## config.mk

```make
export PLATFORM = sky130hd
export DESIGN_NAME = eeprom_wp_ctrl
export DESIGN_NICKNAME = d
export VERILOG_FILES = /design/src/rtl/eeprom_wp_pkg.sv /design/src/rtl/wp_devsel_decode.sv /design/src/rtl/wp_prot_state.sv /design/src/rtl/wp_txn.sv /design/src/rtl/eeprom_wp_ctrl.sv
export SDC_FILE = /design/constraint.sdc
export NUM_CORES = 1
export LEC_CHECK = 0
export CORE_AREA = 2 2 51 53
export CTS_CLUSTER_DIAMETER = 60
export DETAILED_ROUTE_END_ITERATION = 7
export DIE_AREA = 0 0 53 55
export PLACE_DENSITY_LB_ADDON = 0.12
export SLEW_MARGIN = 20
export SYNTH_ARGS = -nofsm -noshare
export SYNTH_HDL_FRONTEND = slang
export SYNTH_SLANG_ARGS = --single-unit
```

## constraint.sdc

```tcl
create_clock -name clk -period 1.95 [get_ports clk]
set_clock_uncertainty 0.1 [all_clocks]
set_input_delay 0.2925 -clock clk [delete_from_list [all_inputs] [get_ports clk]]
set_output_delay 0.2925 -clock clk [all_outputs]
set_load 0.05 [all_outputs]
```

## src/rtl/eeprom_wp_pkg.sv

```systemverilog
package eeprom_wp_pkg;

  typedef enum logic [1:0] {
    EV_DEVSEL = 2'd0,
    EV_ADDR   = 2'd1,
    EV_DATA   = 2'd2,
    EV_STOP   = 2'd3
  } ev_kind_t;

  typedef enum logic [2:0] {
    CMD_NONE,
    CMD_MEM_WR,
    CMD_MEM_RD,
    CMD_PERM,
    CMD_SET_REV,
    CMD_CLR_REV,
    CMD_STAT_RD,
    CMD_BAD
  } cmd_t;

  typedef enum logic [1:0] {
    PS_NONE = 2'd0,
    PS_REV  = 2'd1,
    PS_PERM = 2'd2
  } prot_t;

  typedef enum logic [2:0] {
    PH_IDLE,
    PH_ADDR,
    PH_DATA,
    PH_ARMED,
    PH_REJ
  } phase_t;

  function automatic logic is_prot_family(cmd_t c);
    return (c == CMD_PERM) || (c == CMD_SET_REV) || (c == CMD_CLR_REV) ||
           (c == CMD_STAT_RD) || (c == CMD_BAD);
  endfunction

endpackage

```

## src/rtl/wp_devsel_decode.sv

```systemverilog
module wp_devsel_decode
  import eeprom_wp_pkg::*;
#(
  parameter int CODE_W = 4,
  parameter int PIN_W  = 3,
  parameter logic [CODE_W-1:0] MEM_CODE  = 4'b1010,
  parameter logic [CODE_W-1:0] PROT_CODE = 4'b0110,
  localparam int BYTE_W = CODE_W + PIN_W + 1
) (
  input  logic [BYTE_W-1:0] dev_byte,
  input  logic              hv_a0,
  input  logic [PIN_W-1:0]  strap,
  output cmd_t              cmd
);

  logic [CODE_W-1:0] code;
  logic [PIN_W-1:0]  pins;
  logic              rd;
  logic [1:0]        hv_sel;

  assign code   = dev_byte[BYTE_W-1 -: CODE_W];
  assign pins   = dev_byte[PIN_W:1];
  assign rd     = dev_byte[0];
  assign hv_sel = pins[PIN_W-1 -: 2];

  always_comb begin
    cmd = CMD_NONE;
    if (code == MEM_CODE) begin
      if (pins == strap) cmd = rd ? CMD_MEM_RD : CMD_MEM_WR;
    end else if (code == PROT_CODE) begin
      if (rd) begin
        cmd = (pins == strap && !hv_a0) ? CMD_STAT_RD : CMD_BAD;
      end else if (hv_a0) begin
        case (hv_sel)
          2'b00:   cmd = CMD_SET_REV;
          2'b01:   cmd = CMD_CLR_REV;
          default: cmd = CMD_BAD;
        endcase
      end else begin
        cmd = (pins == strap) ? CMD_PERM : CMD_BAD;
      end
    end
  end

endmodule

```

## src/rtl/wp_prot_state.sv

```systemverilog
module wp_prot_state
  import eeprom_wp_pkg::*;
(
  input  logic  clk,
  input  logic  rst_n,
  input  logic  perm_nv_in,
  input  logic  commit,
  input  cmd_t  commit_cmd,
  output prot_t level,
  output logic  perm_prog
);

  prot_t level_q;

  always_ff @(posedge clk) begin
    if (!rst_n) begin
      level_q   <= PS_NONE;
      perm_prog <= 1'b0;
    end else begin
      perm_prog <= commit && (commit_cmd == CMD_PERM);
      if (commit && level != PS_PERM) begin
        case (commit_cmd)
          CMD_PERM:    level_q <= PS_PERM;
          CMD_SET_REV: level_q <= PS_REV;
          CMD_CLR_REV: level_q <= PS_NONE;
          default:     level_q <= level_q;
        endcase
      end
    end
  end

  assign level = perm_nv_in ? PS_PERM : level_q;

  p_perm_sticky_r5: assert property (@(posedge clk) disable iff (!rst_n)
    level_q == PS_PERM |=> level_q == PS_PERM);

endmodule

```

## src/rtl/wp_txn.sv

```systemverilog
module wp_txn
  import eeprom_wp_pkg::*;
(
  input  logic     clk,
  input  logic     rst_n,
  input  logic     ev_fire,
  input  ev_kind_t kind,
  input  logic     addr_msb,
  input  cmd_t     cmd,
  input  prot_t    level,
  input  logic     cyc_busy,
  input  logic     rsp_ready,
  output logic     rsp_valid,
  output logic     rsp_ack,
  output logic     wr_start,
  output logic     commit,
  output cmd_t     commit_cmd
);

  phase_t phase_q, phase_d;
  cmd_t   cmd_q, cmd_d;
  logic   hi_q, hi_d;
  logic   give_rsp, ack_d;

  always_comb begin
    phase_d  = phase_q;
    cmd_d    = cmd_q;
    hi_d     = hi_q;
    give_rsp = 1'b0;
    ack_d    = 1'b0;
    commit   = 1'b0;
    if (ev_fire) begin
      case (kind)
        EV_DEVSEL: begin
          give_rsp = 1'b1;
          cmd_d    = cmd;
          phase_d  = PH_REJ;
          if (!cyc_busy) begin
            case (cmd)
              CMD_MEM_WR: begin ack_d = 1'b1; phase_d = PH_ADDR; end
              CMD_MEM_RD: ack_d = 1'b1;
              CMD_STAT_RD: ack_d = (level == PS_NONE);
              CMD_PERM, CMD_CLR_REV: begin
                if (level != PS_PERM) begin ack_d = 1'b1; phase_d = PH_ADDR; end
              end
              CMD_SET_REV: begin
                if (level == PS_NONE) begin ack_d = 1'b1; phase_d = PH_ADDR; end
              end
              default: ack_d = 1'b0;
            endcase
          end
        end
        EV_ADDR: begin
          give_rsp = 1'b1;
          if (phase_q == PH_ADDR) begin
            ack_d   = 1'b1;
            hi_d    = addr_msb;
            phase_d = PH_DATA;
          end else begin
            phase_d = PH_REJ;
          end
        end
        EV_DATA: begin
          give_rsp = 1'b1;
          phase_d  = PH_REJ;
          if (cmd_q == CMD_MEM_WR && (phase_q == PH_DATA || phase_q == PH_ARMED)) begin
            if (level == PS_NONE || hi_q) begin
              ack_d   = 1'b1;
              phase_d = PH_ARMED;
            end
          end else if (cmd_q != CMD_MEM_WR && phase_q == PH_DATA) begin
            ack_d   = 1'b1;
            phase_d = PH_ARMED;
          end
        end
        default: begin
          commit  = (phase_q == PH_ARMED);
          phase_d = PH_IDLE;
        end
      endcase
    end
  end

  assign commit_cmd = cmd_q;

  always_ff @(posedge clk) begin
    if (!rst_n) begin
      phase_q   <= PH_IDLE;
      cmd_q     <= CMD_NONE;
      hi_q      <= 1'b0;
      rsp_valid <= 1'b0;
      rsp_ack   <= 1'b0;
      wr_start  <= 1'b0;
    end else begin
      phase_q  <= phase_d;
      cmd_q    <= cmd_d;
      hi_q     <= hi_d;
      wr_start <= commit;
      if (give_rsp) begin
        rsp_valid <= 1'b1;
        rsp_ack   <= ack_d;
      end else if (rsp_ready) begin
        rsp_valid <= 1'b0;
      end
    end
  end

  p_wr_pulse_r11: assert property (@(posedge clk) disable iff (!rst_n)
    wr_start |=> !wr_start);

  p_busy_nack_r11: assert property (@(posedge clk) disable iff (!rst_n)
    ev_fire && kind == EV_DEVSEL && cyc_busy |=> rsp_valid && !rsp_ack);

  p_rsp_hold_r12: assert property (@(posedge clk) disable iff (!rst_n)
    rsp_valid && !rsp_ready && !ev_fire |=> rsp_valid && $stable(rsp_ack));

  p_perm_refuse_r5: assert property (@(posedge clk) disable iff (!rst_n)
    ev_fire && kind == EV_DEVSEL && level == PS_PERM && is_prot_family(cmd)
    |=> !rsp_ack);

  p_low_lock_r6: assert property (@(posedge clk) disable iff (!rst_n)
    ev_fire && kind == EV_DATA && cmd_q == CMD_MEM_WR && level != PS_NONE && !hi_q
    |=> !rsp_ack);

endmodule

```

## src/rtl/eeprom_wp_ctrl.sv

```systemverilog
module eeprom_wp_ctrl
  import eeprom_wp_pkg::*;
#(
  parameter int ADDR_W = 8,
  parameter int CODE_W = 4,
  parameter int PIN_W  = 3,
  localparam int BYTE_W = CODE_W + PIN_W + 1
) (
  input  logic              clk,
  input  logic              rst_n,
  input  logic              ev_valid,
  output logic              ev_ready,
  input  logic [1:0]        ev_kind,
  input  logic [BYTE_W-1:0] ev_byte,
  input  logic              hv_a0,
  input  logic [PIN_W-1:0]  strap,
  input  logic              cyc_busy,
  input  logic              perm_nv_in,
  output logic              rsp_valid,
  input  logic              rsp_ready,
  output logic              rsp_ack,
  output logic              wr_start,
  output logic              perm_prog
);

  cmd_t  dec_cmd, commit_cmd;
  prot_t level;
  logic  ev_fire, commit;

  assign ev_ready = !rsp_valid || rsp_ready;
  assign ev_fire  = ev_valid && ev_ready;

  wp_devsel_decode #(.CODE_W(CODE_W), .PIN_W(PIN_W)) u_dec (
    .dev_byte (ev_byte),
    .hv_a0    (hv_a0),
    .strap    (strap),
    .cmd      (dec_cmd)
  );

  wp_prot_state u_state (
    .clk        (clk),
    .rst_n      (rst_n),
    .perm_nv_in (perm_nv_in),
    .commit     (commit),
    .commit_cmd (commit_cmd),
    .level      (level),
    .perm_prog  (perm_prog)
  );

  wp_txn u_txn (
    .clk        (clk),
    .rst_n      (rst_n),
    .ev_fire    (ev_fire),
    .kind       (ev_kind_t'(ev_kind)),
    .addr_msb   (ev_byte[ADDR_W-1]),
    .cmd        (dec_cmd),
    .level      (level),
    .cyc_busy   (cyc_busy),
    .rsp_ready  (rsp_ready),
    .rsp_valid  (rsp_valid),
    .rsp_ack    (rsp_ack),
    .wr_start   (wr_start),
    .commit     (commit),
    .commit_cmd (commit_cmd)
  );

  p_prog_with_start_r5: assert property (@(posedge clk) disable iff (!rst_n)
    perm_prog |-> wr_start);

endmodule

```

==> metrics.txt <==
outcome finished, final reports clean; Buf+Inv Stages, Crit Path 0; Yosys warning count 0; initial antenna violation count 0; largest net degree at the start of global routing 10; area leader, netlist dfxtp_1; placed inst area 1470 um2; # IOs 25; Tcrit/Tclk final 97.2%; WS Path Type reg2reg; wire length per cell between 10 and 15 um; chip height roughly 55 um; drt first pass iters 4; GRT Total Usage around a fifth; final hold violation count 0; CTS buffer count 3; Std-Cell Rows 18; Hold Buf Count CTS 0; Total Wirelength roughly 2.6 mm; crit path max fanout 3; antenna-violating nets left 0; slew margin rel. about two thirds; worst min-delay path category reg2reg; Final Wtd Congestion just over 0.9; Starting Density between 40% and 50%; clk root buf clkbuf_4; Via density about 5.4; worst vdd ir 0.307 mV; Setup Fix Bufs, Post-CTS 0; number of synthesized flops with an enable pin 0; Req. time, crit path about 2 ns; clock insertion delay at the later pin of the skew report slightly below 0.3 ns; predominant post-synthesis flop cell dfxtp_1; IO Port Bufs 24; first-pass GRT wire length approximately 4.2 mm; area occupied by multi-input gates around 740 um2; H-tree depth 1; final core occ 66.6%; final setup fails 0; Iteration-0 DRC Markers 12; synth top area cells dfxtp_1, a21oi_1, nor2_1; Async SR Flop Fraction 0%; total die area around 2900 um2; core area between 2000 and 2500 um2; top-area cell type share of the netlist area 27.1%; synth unique cells 45; leakage power ~0.65 nW; Peak Freq between 0.5 and 0.6 GHz; Worst path top cell family by delay compound AO/OA/AOI/OAI gates; CTS clk-pin slew, worst paths 0.09 ns; Yosys reg bits 13; post-route cell area around 1600 um2; final hold slack ~0.41 ns; DRC 0; Startpoint Class flip-flop; average size of a mapped cell 8.74 um2; vias roughly 1,100; post-synthesis sequential area ratio around 27%; Post-synth top cells dfxtp_1, nor2_1, a21oi_1, nand2_1, a211oi_1; GRT overflow 0; crit end category flip-flop; ordered cell list for the critical path or3b_4 -> nor3_4 -> a2111oi_2 -> a221o_1 -> a211oi_1 -> a21oi_1; Final Max Tran Viols 0; slowest CP cell or3b_4; Synth Instances 110; Fillers between 200 and 250; Post-Syn Area around 960 um2; number of global-route vias before repair between 900 and 1,000; top-count cell post-synth dfxtp_1; HP Start u_txn.phase_q[1]; Final HPWL DP around 2.1 mm; Area Growth Syn to Fin 63.8%; minimum clock period 1.89 ns; PwrDens roughly 420 nW/um2; reg2reg start u_txn.commit_cmd[0]; register area between 200 and 300 um2; fraction of layout cells with a size suffix above 1 between 30 and 40%; Die Wd around 53 um; clock tree from TritonCTS built; Max-Cap Viols 0; TritonCTS Sinks 13; ANT cells 0; CTS Buffer Depth 2; Worst Path Arrival between 1.5 and 2 ns; start point of the critical path u_txn.commit_cmd[0]; Net count, final 188; slowest stage delay, CP 0.42 ns; Worst-Margin Slew 0.506 ns; Syn Nets between 100 and 150
where the power goes:
part	total (mW)	internal, mW	leakage, nW	switching, mW
combinational	0.207	0.113	0.525	0.0932
clock	0.176	0.0798	0.0150	0.0965
sequential	0.281	0.274	0.107	0.00736
total	0.664	0.467	0.647	0.197
sequential cells by signal, indices dropped and copies added (netlist names):
signal,flops
u_state.level_q,2
u_txn.wr_start,1
u_txn.commit_cmd,3
u_state.perm_prog,1
u_txn.hi_q,1
u_txn.rsp_ack,1
u_txn.rsp_valid,1
u_txn.phase_q,3
cell families (layout without fill, tap and decap cells):
family / Yosys count / after routing / synth area share [%]
and+or+nand+nor: 49 / 49 / 31.8
AOI/OAI and AO/OA: 35 / 35 / 30.3
DFF: 13 / 13 / 27.1
buffers and inverters: 6 / 63 / 3.12
muxes: 4 / 4 / 4.17
xor gates and xnor gates: 3 / 3 / 3.52
worst paths after layout:
check	to	slack, ns	cells after the start
setup / recovery	u_txn.rsp_ack	0.06	6
hold / removal	u_txn.phase_q[1]	0.41	2
setup reg to reg	u_txn.rsp_ack	0.06	6
hold reg to reg	u_txn.phase_q[1]	0.41	2
repair_timing:
item,4_1_cts,5_1_grt
pin swaps,1,7
gates resized for setup,2,16
endpoints found under the setup margin,1,5
routing by layer:
metal	vias up	wire length [um]	track usage, %
met2	24	1370	36.7
li1	539	-	-
met5	-	0	0
met1	503	1110	22.3
met4	0	61	11.5
met3	5	106	3.23
worst reg2reg max path, delay by kind of cell (launching register included):
kind	cells	cell delay, ns
compound gates	4	0.76
simple gates	2	0.62
flops	1	0.33
placed cells by master (no fill, tap or decap), drive strengths merged, types with 4 or more instances in the layout:
cell type	instances
buf	31
a211oi	5
clkbuf	4
dlymetal6s2s	5
mux2i	4
nand2	10
inv	5
o21ai	6
clkdlybuf4s50	18
dfxtp	13
a21oi	9
nor3	5
nor2	11
area by class of cell:
type	count	area share (%)
Sequential cell	13	16.7
Clock buffer	4	1.67
Timing Repair Buffer	54	31.0
Tap cell	30	2.38
Multi-Input combinational cell	91	47.1
Inverter	5	1.19
stage by stage:
step | instances | setup slack [ns] | power (mW) | setup TNS (ns)
floorplan | 110 | 0.0312 | 0.372 | 0
global placement | 193 | -0.314 | 0.476 | -1.50
detailed placement | 193 | -0.401 | 0.480 | -2.00
CTS | 197 | 0.0127 | 0.660 | 0
global route | 197 | -0.00332 | 0.696 | -0.00332
finish | 197 | 0.0553 | 0.664 | 0
Note: power is estimated with default switching activity, not from simulation.
